<file path="src/rtl/pcm_pkg.sv">
package pcm_pkg;

   localparam int TAG_BYTES = 4;
   localparam int TAG_W     = 8 * TAG_BYTES;

   typedef logic [TAG_W-1:0] tag_t;

   // Weigh byte k by 2^(8k): little-endian assembly of the packet tag.
   function automatic tag_t pcm_tag_of(input logic [TAG_W-1:0] bus);
      tag_t acc;
      acc = '0;
      for (int k = 0; k < TAG_BYTES; k++) begin
         acc = acc + (tag_t'(bus[8*k +: 8]) << (8 * k));
      end
      return acc;
   endfunction

endpackage

</file>
<file path="src/rtl/pcm_first_set.sv">
module pcm_first_set #(
   parameter int W         = 8,
   parameter bit LOW_FIRST = 1'b1
) (
   input  logic [W-1:0] req,
   output logic [W-1:0] grant
);

   if (W < 1) begin : g_bad_width
      $error("pcm_first_set: W must be at least 1");
   end

   if (LOW_FIRST) begin : g_low
      always_comb begin
         logic found;
         grant = '0;
         found = 1'b0;
         for (int i = 0; i < W; i++) begin
            if (req[i] && !found) begin
               grant[i] = 1'b1;
               found    = 1'b1;
            end
         end
      end
   end else begin : g_high
      always_comb begin
         logic found;
         grant = '0;
         found = 1'b0;
         for (int i = W - 1; i >= 0; i--) begin
            if (req[i] && !found) begin
               grant[i] = 1'b1;
               found    = 1'b1;
            end
         end
      end
   end

endmodule

</file>
<file path="src/rtl/pcm_tag_table.sv">
module pcm_tag_table
   import pcm_pkg::*;
#(
   parameter int DEPTH = 8
) (
   input  logic             clk,
   input  logic             rst_n,
   input  logic             ins_en,
   input  tag_t             ins_tag,
   input  logic             ret_en,
   input  tag_t             ret_tag,
   output logic             ret_hit,
   output logic             ins_ok,
   output logic             ins_blocked,
   output logic [DEPTH-1:0] valid_vec
);

   tag_t             tag_q [DEPTH];
   logic [DEPTH-1:0] valid_q;
   logic [DEPTH-1:0] match;
   logic [DEPTH-1:0] ret_oh;
   logic [DEPTH-1:0] keep;
   logic [DEPTH-1:0] ins_oh;
   logic             any_match;
   logic             table_full;

   for (genvar i = 0; i < DEPTH; i++) begin : g_cmp
      assign match[i] = valid_q[i] && (tag_q[i] == ret_tag);
   end

   pcm_first_set #(.W(DEPTH), .LOW_FIRST(1'b1)) u_ret_pick (
      .req   (match),
      .grant (ret_oh)
   );

   assign any_match = |match;
   assign ret_hit   = ret_en && any_match;
   assign keep      = valid_q & ~(ret_hit ? ret_oh : '0);

   pcm_first_set #(.W(DEPTH), .LOW_FIRST(1'b1)) u_ins_pick (
      .req   (~keep),
      .grant (ins_oh)
   );

   assign table_full  = &keep;
   assign ins_ok      = ins_en && !table_full;
   assign ins_blocked = ins_en && table_full;

   always_ff @(posedge clk or negedge rst_n) begin
      if (!rst_n) begin
         valid_q <= '0;
      end else begin
         valid_q <= keep | (ins_ok ? ins_oh : '0);
      end
   end

   for (genvar i = 0; i < DEPTH; i++) begin : g_store
      always_ff @(posedge clk) begin
         if (ins_ok && ins_oh[i]) begin
            tag_q[i] <= ins_tag;
         end
      end
   end

   assign valid_vec = valid_q;

endmodule

</file>
<file path="src/rtl/pcm_overrun_watch.sv">
module pcm_overrun_watch (
   input  logic clk,
   input  logic rst_n,
   input  logic irq,
   input  logic rd_hit,
   output logic overrun
);

   logic unread_q;
   logic clash;

   // The read in this cycle consumes the older packet before the new one lands.
   assign clash = irq && unread_q && !rd_hit;

   always_ff @(posedge clk or negedge rst_n) begin
      if (!rst_n) begin
         unread_q <= 1'b0;
         overrun  <= 1'b0;
      end else begin
         overrun <= clash;
         if (irq) begin
            unread_q <= 1'b1;
         end else if (rd_hit) begin
            unread_q <= 1'b0;
         end
      end
   end

endmodule

</file>
<file path="src/rtl/pkt_conserve_mon.sv">
module pkt_conserve_mon
   import pcm_pkg::*;
#(
   parameter int                DEPTH   = 8,
   parameter int                ADDR_W  = 16,
   parameter logic [ADDR_W-1:0] IO_ADDR = 16'h0F00,
   localparam int               CNT_W   = $clog2(DEPTH + 1)
) (
   input  logic              clk,
   input  logic              rst_n,
   input  logic              rd_done,
   input  logic [ADDR_W-1:0] rd_addr,
   input  logic [31:0]       rd_bytes,
   input  logic              wr_issue,
   input  logic [ADDR_W-1:0] wr_addr,
   input  logic [31:0]       wr_bytes,
   input  logic              port_irq,
   input  logic              test_end,
   output logic              err_unexpected,
   output logic              err_overflow,
   output logic              err_overrun,
   output logic              err_lost,
   output logic [CNT_W-1:0]  outstanding,
   output logic              all_matched
);

   if (DEPTH < 2) begin : g_bad_depth
      $error("pkt_conserve_mon: DEPTH must be at least 2");
   end
   if (ADDR_W < 1) begin : g_bad_addr
      $error("pkt_conserve_mon: ADDR_W must be at least 1");
   end
   if (TAG_W != 32) begin : g_bad_tag
      $error("pkt_conserve_mon: byte bus is four bytes wide");
   end

   logic             rd_hit;
   logic             wr_hit;
   tag_t             in_tag;
   tag_t             out_tag;
   logic             ret_hit;
   logic             ins_ok;
   logic             ins_blocked;
   logic [DEPTH-1:0] entry_valid;
   logic [CNT_W-1:0] cnt_q;

   assign rd_hit  = rd_done  && (rd_addr == IO_ADDR);
   assign wr_hit  = wr_issue && (wr_addr == IO_ADDR);
   assign in_tag  = pcm_tag_of(rd_bytes);
   assign out_tag = pcm_tag_of(wr_bytes);

   pcm_tag_table #(.DEPTH(DEPTH)) u_table (
      .clk         (clk),
      .rst_n       (rst_n),
      .ins_en      (rd_hit),
      .ins_tag     (in_tag),
      .ret_en      (wr_hit),
      .ret_tag     (out_tag),
      .ret_hit     (ret_hit),
      .ins_ok      (ins_ok),
      .ins_blocked (ins_blocked),
      .valid_vec   (entry_valid)
   );

   pcm_overrun_watch u_overrun (
      .clk     (clk),
      .rst_n   (rst_n),
      .irq     (port_irq),
      .rd_hit  (rd_hit),
      .overrun (err_overrun)
   );

   always_ff @(posedge clk or negedge rst_n) begin
      if (!rst_n) begin
         cnt_q          <= '0;
         err_unexpected <= 1'b0;
         err_overflow   <= 1'b0;
         err_lost       <= 1'b0;
         all_matched    <= 1'b0;
      end else begin
         cnt_q          <= cnt_q + CNT_W'(ins_ok) - CNT_W'(ret_hit);
         err_unexpected <= wr_hit && !ret_hit;
         err_overflow   <= ins_blocked;
         err_lost       <= test_end && (cnt_q != '0);
         if (test_end) begin
            all_matched <= (cnt_q == '0);
         end
      end
   end

   assign outstanding = cnt_q;

endmodule

</file>
<file path="config.mk">
export PLATFORM = sky130hd
export DESIGN_NAME = pkt_conserve_mon
export DESIGN_NICKNAME = d
export VERILOG_FILES = /design/src/rtl/pcm_pkg.sv /design/src/rtl/pcm_first_set.sv /design/src/rtl/pcm_tag_table.sv /design/src/rtl/pcm_overrun_watch.sv /design/src/rtl/pkt_conserve_mon.sv
export SDC_FILE = /design/constraint.sdc
export NUM_CORES = 1
export LEC_CHECK = 0
export BUFFER_PORTS_ARGS = -buffer_cell sky130_fd_sc_hd__buf_2
export CAP_MARGIN = 10
export CORE_UTILIZATION = 23
export CTS_CLUSTER_SIZE = 20
export DETAILED_ROUTE_END_ITERATION = 7
export SLEW_MARGIN = 30
export SYNTH_ARGS = -nofsm -noshare
export SYNTH_HDL_FRONTEND = slang
export SYNTH_SLANG_ARGS = --single-unit
</file>
<file path="constraint.sdc">
create_clock -name clk -period 4.3 [get_ports clk]
set_clock_uncertainty 0.2 [all_clocks]
set_input_delay 0.43 -clock clk [delete_from_list [all_inputs] [get_ports clk]]
set_output_delay 0.43 -clock clk [all_outputs]
set_load 0.01 [all_outputs]
</file>
# Word level (Yosys, flattened, before mapping)
# Memories as Yosys holds them, arrays and structs flattened.
# Index checks and enable logic that the tools add are counted.
dict set report word_totals {
  reg_bits 18
  mem_bits_rw 256
  input_bits 102
  output_inout_bits 9
  wordCells 168
  mem_count 1
}
dict set report op_classes {
  add_sub_neg 8
  n_eq_ne 10
  n_mux 69
  bitwise 4
  n_reduce_logical 68
}
# memory depth width read_ports rd_ports_with_merged_regs wr line_no
set mem_list {}
lappend mem_list {u_table.tag_q 8 32 8 0 1 pcm_tag_table.sv:18} ;# tag_t tag_q [DEPTH];
# op count
set op_table {}
lappend op_table {{$eq A32 B32 Y1} 8}
lappend op_table {{$mux W32} 7}
lappend op_table {{$reduce_or A32 Y1} 7}
lappend op_table {{$add A25 B32 Y32} 2}
lappend op_table {{$mux W1} 53}
lappend op_table {{$add A17 B24 Y25} 2}
lappend op_table {{$logic_and A1 B1 Y1} 39}
lappend op_table {{$add A8 B16 Y17} 2}
lappend op_table {{$eq A16 B12 Y1 const B} 2}
lappend op_table {{$mux W3} 7}
lappend op_table {{$logic_not A1 Y1} 17}
lappend op_table {{$mux W8} 2}
lappend op_table {{$not A8 Y8} 2}
lappend op_table {{$and A8 B8 Y8} 1}
lappend op_table {{$or A8 B8 Y8} 1}
lappend op_table {{$reduce_and A8 Y1} 1}
lappend op_table {{$reduce_or A8 Y1} 1}
lappend op_table {{$add A4 B1 Y4} 1}
lappend op_table {{$logic_not A4 Y1} 1}
lappend op_table {{$reduce_bool A4 Y1} 1}
lappend op_table {{$sub A4 B1 Y4} 1}
lappend op_table {{$reduce_bool A2 Y1} 1}

# Logic depth before layout (Yosys ltp)
# Gate-level depths: netlist (run 1).
dict set report logic_depth {
  ltp_word 58
  depth_mapped 15
  ltp_nobuf 13
}

# Hierarchy
# Synthesis (run 1) repeated with hierarchy kept, for this count alone.
dict set report unflattened {
  hier_cells 783
  hier_area_um2 12090.3
}
# mod instances cells_each area_each_um2 seq_area_each_um2
set by_module_without_submodules {}
lappend by_module_without_submodules {pcm_tag_table 1 712 11382.2 7887.6}
lappend by_module_without_submodules {pkt_conserve_mon 1 44 473.0 200.2}
lappend by_module_without_submodules {pcm_first_set 2 11 83.8 0.0}
lappend by_module_without_submodules {pcm_overrun_watch 1 5 67.6 50.0}

# Worst setup path after synthesis (run 1)
# No wires, ideal clock.
dict set report synth_path {
  path_type {input-to-reg}
  from {input wr_bytes[4]}
  to {memory u_table.tag_q[0][100] (netlist name) (enable)}
  setup_ns 0.470
  t_arrival_ns 4.293
  required_time_ns 3.630
  path_slack_ns -0.664
  cell_stages 7
  path_buffers 1
  path_cell_list {buf_2 -> xor2_1 -> nor4_1 -> nand4_1 -> or3_1 -> or2_2 -> a211oi_1}
}
dict set report synth_between {
  elab_chain_cells 44
  elab_cells_between_ends 129
  classes_between {3 x add/sub; 8 x eq/ne; 59 x mux; 3 x bitwise; 56 x reduce/logical}
}
# item line_no
set synth_rtl {}
lappend synth_rtl {{start: declaration} pkt_conserve_mon.sv:16} ;# input logic [31:0] wr_bytes,
lappend synth_rtl {{$add A8 B16 Y17 (*)} pcm_pkg.sv:13} ;# acc = acc + (tag_t'(bus[8*k +: 8]) << (8 * k));
lappend synth_rtl {{$add A17 B24 Y25 (*)} pcm_pkg.sv:13}
lappend synth_rtl {{$add A25 B32 Y32 (*)} pcm_pkg.sv:13}
lappend synth_rtl {{$eq A32 B32 Y1} pcm_tag_table.sv:28} ;# assign match[i] = valid_q[i] && (tag_q[i] == ret_tag);
lappend synth_rtl {{$logic_and A1 B1 Y1} pcm_tag_table.sv:28}
lappend synth_rtl {{$mux W1} pcm_first_set.sv:19} ;# if (req[i] && !found) begin
lappend synth_rtl {{$logic_not A1 Y1} pcm_first_set.sv:19}
lappend synth_rtl {{$logic_and A1 B1 Y1} pcm_first_set.sv:19}
lappend synth_rtl {{[... 22 more ...]} -}
lappend synth_rtl {{$reduce_and A8 Y1} pcm_tag_table.sv:45} ;# assign table_full = &keep;
lappend synth_rtl {{$logic_not A1 Y1} pcm_tag_table.sv:46} ;# assign ins_ok = ins_en && !table_full;
lappend synth_rtl {{$logic_and A1 B1 Y1} pcm_tag_table.sv:46}
lappend synth_rtl {{$logic_and A1 B1 Y1} pcm_tag_table.sv:59} ;# if (ins_ok && ins_oh[i]) begin
lappend synth_rtl {{$mux W1} pcm_tag_table.sv:59}
lappend synth_rtl {{$mux W1 (not written as such)} pcm_tag_table.sv:60} ;# tag_q[i] <= ins_tag;
lappend synth_rtl {{$reduce_or A32 Y1 (no line)} -}
lappend synth_rtl {{$mux W3 (no line) / $mux W1 (equally long branches) (7 in a row)} -}
lappend synth_rtl {{end: declaration} pcm_tag_table.sv:18}
# Mark *: on every way between the ends. The rest lies on a longest branch, timed or not.

==> impl_metrics.csv, run 1 <==
group,metric,value,unit
floorplanning,start_util,23.3,%
timing,setup_tns,0,ns
global_route,grt_use_met2,21.9,%
synth,post_synth_and_or_nand_nor_area_fraction,7.64,%
cts,cts_tree,"done",
synth,ys_seq_area_share,68.0,%
global_route,track_usage,13.2,%
synth,synth_top_family_by_area,"XOR/XNOR gates",
pwr,p_per_area,390,nW/um2
cts,cts_resized,0,
route,post_drt_wl_per_cell,21.5,um
pwr,power_leakage,5.08,nW
layout,drive_gt1_share,23.3,%
cts,path_clk_slew,0.06,ns
worst_setup_path,cp_cell_sequence,"xor2_2 -> nor4_1 -> nand4_1 -> or3_1 -> a41o_2 -> o311ai_1 -> o21ai_2 -> ha_1 -> inv_1 -> ha_1 -> inv_1 -> fa_1 -> xnor2_1",
global_route,grt_max_degree,33,
synth,muxShareOfSynthArea,0.0940,%
timing,fin_crit_sh,90.4,%
route,drtPass1Iterations,5,
floorplanning,die_h,230,um
cts,post_cts_buffers,0,
synth,synth_fp_nets,873,
timing,maxSlewHeadroom,51.2,%
route,drtIter0Drc,493,
hold_path,hp-class,"in -> reg",
cts,cts-hold-fix-buffers,14,
timing,max_freq,0.257,GHz
synth,synth-compound-area-share,1.96,%
layout,area_delta_synth_final,22.0,%
global_route,first_global_vias,6989,
floorplanning,ioPinCount,111,
floorplanning,floorplan.die_area,53000,um2
cts,htree_levels,1,
synth,synth_top_cell_area_share,64.2,%
layout,utilization,28.4,%
worst_setup_path,path_class,"reg -> reg",
global_route,grt_busiest_layer,"met2",
placed_design,dp_hpwl,25500,um
synth,synth_flop_cell,"edfxtp_1",
worst_setup_path,setup.worst_path.end_class,"flop",
synth,synthTopCellsByArea,"edfxtp_1 64%, xor2_1 13%, xnor2_1 5.1%",
placed_design,portBuffers,110,
pwr,cellInternalPower,0.00444,W
layout,fin_area,14600,um2
layout,mostFrequentLayoutCell,"edfxtp_1",
outcome,status,"completed",
pwr,combPwrFrac,5.7,%
synth,synth_edf_count,256,
placed_design,gp_congestion,0.862,
floorplanning,die_w,230,um
timing,rsz0062_at_grt,"false",
global_route,antenna_found_initial,7,
timing,fin_ws,0.413,ns
global_route,use_met3,3.19,%
synth,ys_async_sr_fraction,6.57,%
worst_setup_path,cp_data_arrival_time,4.11,ns
synth,yosys_warnings,0,
job,cap_violations,0,
global_route,grt_first_pass_wirelength,49900,um
synth,synth_cells,765,
synth,synth_top_area_cell,"edfxtp_1",
worst_setup_path,critPathRequiredTime,4.53,ns
cts,cts_root_buf,"clkbuf_16",
timing,drv_slew,0,
cts,clock-sinks,274,
layout,fin_nets,1038,
placed_design,post_dp_cell_area,13500,um2
route,routed_wl,35200,um
pwr,power.switching,0.00125,W
route,via_per_inst,4.18,
route,vias,6830,
pwr,pwr-share-clk,43.2,%
placed_design,place_ws,0.137,ns
synth,ys_ff_latch,274,
worst_setup_path,critical_path.top_delay_family,"simple AND/OR/NAND/NOR gates",
worst_setup_path,worst-path-max-fanout,7,
cts,clkLatencyLatePin,0.56,ns
timing,hold_viol,0,
worst_setup_path,slowest_stage,"nor4_1",
route,ant_nets,0,
synth,syn_avg_cell_area,15.7,um2
pwr,vdd_ir_drop_max,0.285,mV
worst_setup_path,worst-path-buf-inv,2,
timing,worstMarginPinSlew,0.726,ns
timing,holdWs,0.00735,ns
synth,synthXorXnorAreaFrac,18.6,%
cts,clockBufferDepth,3,
global_route,grt_util_met1,16.9,%
route,drcViolationCount,0,
global_route,gr-total-overflow,0,
timing,setup_viol,0,
cts,numCtsBuffers,29,
pwr,switching_share,22.0,%
timing,fin_crit,3.89,ns
pwr,power_frac_seq,51.1,%
synth,syn-cell-area,12000,um2
worst_setup_path,max_stage_delay,0.56,ns
floorplanning,rows,83,
worst_setup_path,cp-start-kind,"flop",
floorplanning,core-area,51400,um2
synth,synthAdderAreaFrac,0.690,%
layout,final_cell_mix,"256 x edfxtp_1, 182 x xor2_1, 110 x buf_2",
synth,post_synth_num_cell_types,54,
[area by class of cell]
cell class | count | area, um2
Fill cell | 5178 | 36800
Sequential cell | 274 | 8140
Multi-Input combinational cell | 442 | 3530
Timing Repair Buffer | 168 | 1100
Tap cell | 680 | 851
Clock buffer | 31 | 733
Clock inverter | 23 | 201
Inverter | 15 | 56.3
Antenna cell | 1 | 2.50
[cell usage after synthesis (3+ instances only)]
cell type	count
a21oi_1	3
and3_1	5
buf_2	5
buf_4	10
buf_6	19
dfrtp_1	18
edfxtp_1	256
ha_1	5
inv_1	15
nand2_1	13
nand3_1	15
nand4_1	23
nor2_1	9
nor2b_1	5
nor3_1	11
nor4_1	49
o21ai_0	4
o31a_1	3
or3_1	5
xnor2_1	70
xor2_1	182
[flip-flops by register name (all words and copies together), names as in the netlist]
name / flops
u_table.tag_q: 256
u_overrun.overrun: 1
all_matched: 1
u_table.valid_vec: 8
err_lost: 1
u_overrun.unread_q: 1
outstanding: 4
err_unexpected: 1
err_overflow: 1
[worst reg2reg max path: cells and delay by family (launching register included)]
| kind | cells | cell delay (ns) |
|---|---|---|
| compound gates | 3 | 0.55 |
| xor+xnor | 2 | 0.30 |
| fa+ha+maj | 3 | 0.85 |
| buf+inv | 2 | 0.12 |
| flops | 1 | 0.41 |
| simple gates | 3 | 1.34 |
[per-stage QoR]
stage	cells	power [W]
after detailed placement	1565	0.00329
final	1634	0.00570
after floorplan	765	0.00313
after CTS	1633	0.00576
after global placement	1565	0.00329
after global routing	1634	0.00587
[power by group through the flow]
stage                     clock network, W  logic (W)  registers [W]
after global placement                   0   0.000316        0.00297
final                              0.00246   0.000324        0.00291
after floorplan                          0   0.000162        0.00297
after CTS                          0.00251   0.000331        0.00291
after detailed placement                 0   0.000318        0.00297
after global routing               0.00261   0.000348        0.00291
[worst paths after layout]
path	start	to	cells after the start	slack, ns
hold / removal	rd_bytes[26]	u_table.tag_q[1][58]$_DFFE_PP_	1	0.007
hold reg to reg	u_overrun.unread_q$_DFFE_PN0P_	u_overrun.unread_q$_DFFE_PN0P_	1	0.27
min in group asynchronous	rst_n	u_table.valid_vec[3]$_DFF_PN0_	2	0.16
setup reg to reg	u_table.tag_q[0][1]$_DFFE_PP_	outstanding[2]$_DFF_PN0_	13	0.41
setup / recovery	u_table.tag_q[0][1]$_DFFE_PP_	outstanding[2]$_DFF_PN0_	13	0.41
max in group asynchronous	rst_n	u_table.valid_vec[1]$_DFF_PN0_	2	3.43
[cells by family (layout without fill, tap and decap cells)]
family                   after synthesis  after routing
flip-flops                           274            274
XOR/XNOR                             253            253
AND/OR/NAND/NOR                      153            153
buffers and inverters                 49            237
AO/OA/AOI/OAI                         29             29
adder cells (fa/ha/maj)                6              6
multiplexers                           1              1
other                                  0              1
[per-layer routing]
metal,up-vias,share of wire (%)
met4,12,2.5
met1,3405,42
met3,63,6.5
li1,3126,-
met5,-,0.21
met2,224,49
Note: power is estimated with default switching activity, not from simulation.
==> inputs of run 2 (changes only) <==
Settings changed: GPL_TIMING_DRIVEN set to 0.
==> impl_metrics.csv, run 2 (synthesis results as in run 1) <==
group,metric,value,unit
pwr,power_frac_seq,49.7,%
worst_setup_path,regToRegSetupSlack,0.22,ns
global_route,gr-total-overflow,0,
cts,numCtsBuffers,30,
cts,clock-sinks,274,
timing,fin_crit_sh,94.8,%
floorplanning,rows,83,
cts,cts_root_buf,"clkbuf_16",
cts,clkLatencyLatePin,0.56,ns
pwr,power,0.00586,W
timing,drv_slew,0,
job,cap_violations,0,
layout,area.sequential,8140,um2
layout,final_cell_mix,"256 x edfxtp_1, 182 x xor2_1, 83 x buf_2",
placed_design,place_inst,1536,
timing,worstMarginPinSlew,0.690,ns
floorplanning,start_util,23.3,%
worst_setup_path,critPathRequiredTime,4.35,ns
layout,fin_area,14800,um2
route,routed_wl,33600,um
timing,rsz0062_at_grt,"false",
worst_setup_path,setup.worst_path.end_class,"flop",
worst_setup_path,cp_data_arrival_time,4.13,ns
global_route,antenna_found_initial,0,
floorplanning,die_w,230,um
placed_design,portBuffers,78,
route,drtIter0Drc,664,
hold_path,hp-class,"in -> reg",
outcome,status,"completed",
route,drtPass1Iterations,7,
pwr,switching_share,21.4,%
global_route,first_global_vias,6665,
pwr,vdd_ir_drop_max,0.213,mV
floorplanning,floorplan.die_area,53000,um2
layout,largest_register_ff_count,256,
route,ant_nets,0,
pwr,combPwrFrac,5.5,%
timing,hold_viol,0,
route,drcViolationCount,0,
timing,setup_viol,0,
placed_design,gp_congestion,0.832,
pwr,cellInternalPower,0.00461,W
route,via_per_inst,4.19,
global_route,track_usage,12.4,%
timing,max_freq,0.245,GHz
cts,clockBufferDepth,3,
timing,fin_crit,4.08,ns
timing,maxSlewHeadroom,53.6,%
pwr,power_leakage,5.07,nW
layout,num-fill-cells,5142,
layout,multi_input_area,3600,um2
layout,drive_gt1_share,22.0,%
placed_design,dp_hpwl,24300,um
placed_design,post_dp_cell_area,13600,um2
global_route,grt_max_degree,20,
worst_setup_path,path_class,"reg -> reg",
worst_setup_path,cp-start-kind,"flop",
floorplanning,core-area,51400,um2
cts,path_clk_slew,0.06,ns
layout,mostFrequentLayoutCell,"edfxtp_1",
pwr,p_per_area,397,nW/um2
timing,setup_tns,0,ns
cts,cts_tree,"done",
layout,fin_nets,1011,
pwr,power.switching,0.00125,W
floorplanning,ioPinCount,111,
route,vias,6727,
worst_setup_path,worst-path-max-fanout,12,
layout,num_antenna_cells,0,
floorplanning,die_h,230,um
route,post_drt_wl_per_cell,20.9,um
layout,area_delta_synth_final,23.4,%
cts,htree_levels,1,
layout,top_register,"u_table.tag_q",
pwr,pwr-share-clk,44.8,%
layout,instances_no_fill,1604,
global_route,grt_first_pass_wirelength,47200,um
[run 2: worst max-delay path, cell delays in order (launching register included)]
cell      delay (ns)
edfxtp_1        0.38
xnor2_1         0.38
nand4_1         0.19
nor4_2          0.45
nand4_1         0.42
a41o_2          0.42
o311ai_1        0.14
o21ai_2         0.18
buf_4           0.20
nor3_4          0.53
buf_6           0.27
[run 2: area by class of cell]
class	instances	area share [%]
clock buffer	36	5.23
buffer	34	2.13
sequential	274	55.1
tap	680	5.76
multi-input combinational	442	24.4
clock inverter	17	1.52
inverter	15	0.381
timing repair buffer	106	5.50
[run 2: power groups by stage]
stage               combinational, W  clock (W)  sequential (W)
floorplan                   0.000162          0         0.00297
finish                      0.000324    0.00263         0.00291
CTS                         0.000329    0.00267         0.00291
global route                0.000347    0.00277         0.00291
detailed placement          0.000316          0         0.00297
global placement            0.000312          0         0.00297
[run 2: repair_timing]
item                                    in CTS  in global routing
hold buffers                                12                  0
endpoints found under the hold margin       92                  0
pin swaps                                    0                  2
resized for setup                            6                  4
endpoints found under the setup margin      26                 26
buffers inserted                             0                  3
[run 2: metal layers]
layer | up-vias | routed length [um] | part of all wire [%] | global-route usage (%)
li1 | 3070 | - | - | -
met2 | 244 | 16100 | 48 | 20.5
met5 | - | 0 | 0 | 0
met4 | 0 | 807 | 2.4 | 3.73
met1 | 3370 | 14600 | 43 | 16.6
met3 | 43 | 2060 | 6.1 | 2.16
[run 2: stage by stage]
stage | hold slack (ns) | setup WS (ns) | utilization [%]
2_1_floorplan | -0.0656 | 0.00911 | -
3_3_place_gp | 0.231 | -2.33 | 25.7
3_5_place_dp | 0.237 | -0.397 | 26.4
4_1_cts | 0.00378 | 0.00157 | 28.6
5_1_grt | 0.00916 | 0.0517 | 28.7
6_report | 0.0153 | 0.225 | 28.7
[run 2: final timing paths]
path                                                start                        endpoint  cells past startpoint
setup / recovery           u_table.tag_q[0][70]$_DFFE_PP_  u_table.tag_q[0][39]$_DFFE_PP_                     10
hold / removal                               rd_bytes[26]  u_table.tag_q[0][58]$_DFFE_PP_                      1
setup reg to reg           u_table.tag_q[0][70]$_DFFE_PP_  u_table.tag_q[0][39]$_DFFE_PP_                     10
hold reg to reg            u_overrun.unread_q$_DFFE_PN0P_  u_overrun.unread_q$_DFFE_PN0P_                      1
max in group asynchronous                           rst_n  u_table.valid_vec[1]$_DFF_PN0_                      2
min in group asynchronous                           rst_n          err_overflow$_DFF_PN0_                      2
==> inputs of run 3 (changes only) <==
Settings changed: GPL_TIMING_DRIVEN 0 to not set, MAX_ROUTING_LAYER set to met4.
==> impl_metrics.csv, run 3 (synthesis results as in run 1) <==
group,metric,value,unit
cts,numCtsBuffers,29,
worst_setup_path,regToRegSetupSlack,0.47,ns
route,via_per_inst,4.21,
worst_setup_path,cp-start-kind,"flop",
placed_design,portBuffers,110,
cts,path_clk_slew,0.06,ns
floorplanning,die_h,230,um
placed_design,place_inst,1562,
cts,clock-sinks,274,
layout,fin_nets,1041,
worst_setup_path,path_class,"reg -> reg",
worst_setup_path,critPathRequiredTime,4.54,ns
timing,hold_viol,0,
layout,instances_no_fill,1637,
layout,area_delta_synth_final,22.5,%
hold_path,hold_depth,1,
cts,cts_root_buf,"clkbuf_16",
cts,cts_tree,"done",
floorplanning,start_util,23.3,%
timing,fin_crit,3.83,ns
hold_path,hp-class,"in -> reg",
route,vias,6888,
timing,maxSlewHeadroom,55.0,%
worst_setup_path,r2r_cells,13,
job,cap_violations,0,
timing,fin_crit_sh,89.1,%
floorplanning,ioPinCount,111,
layout,fin_area,14700,um2
worst_setup_path,cp_data_arrival_time,4.07,ns
floorplanning,rows,83,
global_route,track_usage,13.7,%
route,ant_nets,0,
pwr,p_per_area,393,nW/um2
global_route,grt_max_degree,33,
timing,setup_viol,0,
placed_design,gp_congestion,0.864,
floorplanning,core-area,51400,um2
layout,largest_register_ff_count,256,
route,drtIter0Drc,595,
outcome,status,"completed",
timing,drv_slew,0,
route,post_drt_wl_per_cell,21.5,um
pwr,power_leakage,5.11,nW
cts,clkLatencyLatePin,0.58,ns
timing,worstMarginPinSlew,0.668,ns
worst_setup_path,worst-path-max-fanout,3,
layout,final_cell_mix,"256 x edfxtp_1, 182 x xor2_1, 110 x buf_2",
global_route,first_global_vias,6870,
pwr,vdd_ir_drop_max,0.284,mV
cts,post_cts_buffers,0,
worst_setup_path,setup.worst_path.end_class,"flop",
timing,setup_tns,0,ns
cts,htree_levels,1,
route,routed_wl,35200,um
placed_design,post_dp_cell_area,13500,um2
global_route,gr-total-overflow,0,
global_route,antenna_found_initial,3,
layout,mostFrequentLayoutCell,"edfxtp_1",
layout,top_register,"u_table.tag_q",
layout,drive_gt1_share,23.0,%
cts,clockBufferDepth,3,
global_route,grt_first_pass_wirelength,50300,um
timing,rsz0062_at_grt,"false",
floorplanning,floorplan.die_area,53000,um2
route,drcViolationCount,0,
timing,max_freq,0.261,GHz
placed_design,dp_hpwl,25200,um
floorplanning,die_w,230,um
route,drtPass1Iterations,6,
## run 3: cell type report
cell class	instances	area, um2
Sequential cell	274	8140
Clock inverter	21	223
Fill cell	5159	36700
Clock buffer	31	733
Timing Repair Buffer	171	1130
Multi-Input combinational cell	442	3530
Antenna cell	3	7.51
Inverter	15	56.3
Tap cell	680	851
## run 3: timing repair
item / 4_1_cts / 5_1_grt
resized for setup: 0 / 0
hold buffers: 20 / 0
endpoints found under the hold margin: 155 / 0
## run 3: path summary, 6_finish.rpt
kind	startpoint	end
max reg2reg	u_table.tag_q[0][121]$_DFFE_PP_	outstanding[2]$_DFF_PN0_
min	rd_bytes[2]	u_table.tag_q[0][34]$_DFFE_PP_
max in group asynchronous	rst_n	outstanding[3]$_DFF_PN0_
max	u_table.tag_q[0][121]$_DFFE_PP_	outstanding[2]$_DFF_PN0_
min in group asynchronous	rst_n	u_table.valid_vec[3]$_DFF_PN0_
min reg2reg	u_overrun.unread_q$_DFFE_PN0P_	u_overrun.unread_q$_DFFE_PN0P_
## run 3: worst max-delay path: stages, from the launching register on
cell and delay [ns]:
edfxtp_1 0.38, xor2_1 0.15, nor4_1 0.62, nand4_1 0.21, or3_1 0.48, a41o_2 0.31
o311ai_1 0.12, o21ai_2 0.11, ha_1 0.30, inv_1 0.06, ha_1 0.16, inv_1 0.06
fa_1 0.40, xnor2_1 0.14
## run 3: stage by stage
stage | utilization [%] | hold slack [ns] | setup slack [ns] | total power, W
final | 28.5 | 0.00199 | 0.471 | 0.00577
after global routing | 28.5 | 0.00515 | 0.237 | 0.00593
after CTS | 28.5 | 0.00256 | 0.401 | 0.00582
after detailed placement | 26.3 | 0.217 | 0.0985 | 0.00329
after global placement | 26.3 | 0.210 | 0.0755 | 0.00328
after floorplan | - | -0.0656 | 0.00911 | 0.00313
## run 3: routing by layer
layer	GRT usage [%]	part of all wire, %	up-vias
met3	2.42	5.6	55
met1	17.5	43	3477
met2	22.0	49	219
li1	-	-	3137
met5	-	0	-
met4	3.97	2.7	0
## run 3: power breakdown
| group | total, W | leakage [nW] | internal [W] | switching (W) |
|---|---|---|---|---|
| clock | 0.00253 | 0.471 | 0.00147 | 0.00105 |
| combinational | 0.000327 | 2.12 | 0.000117 | 0.000210 |
| sequential | 0.00291 | 2.53 | 0.00291 | 0.000000207 |
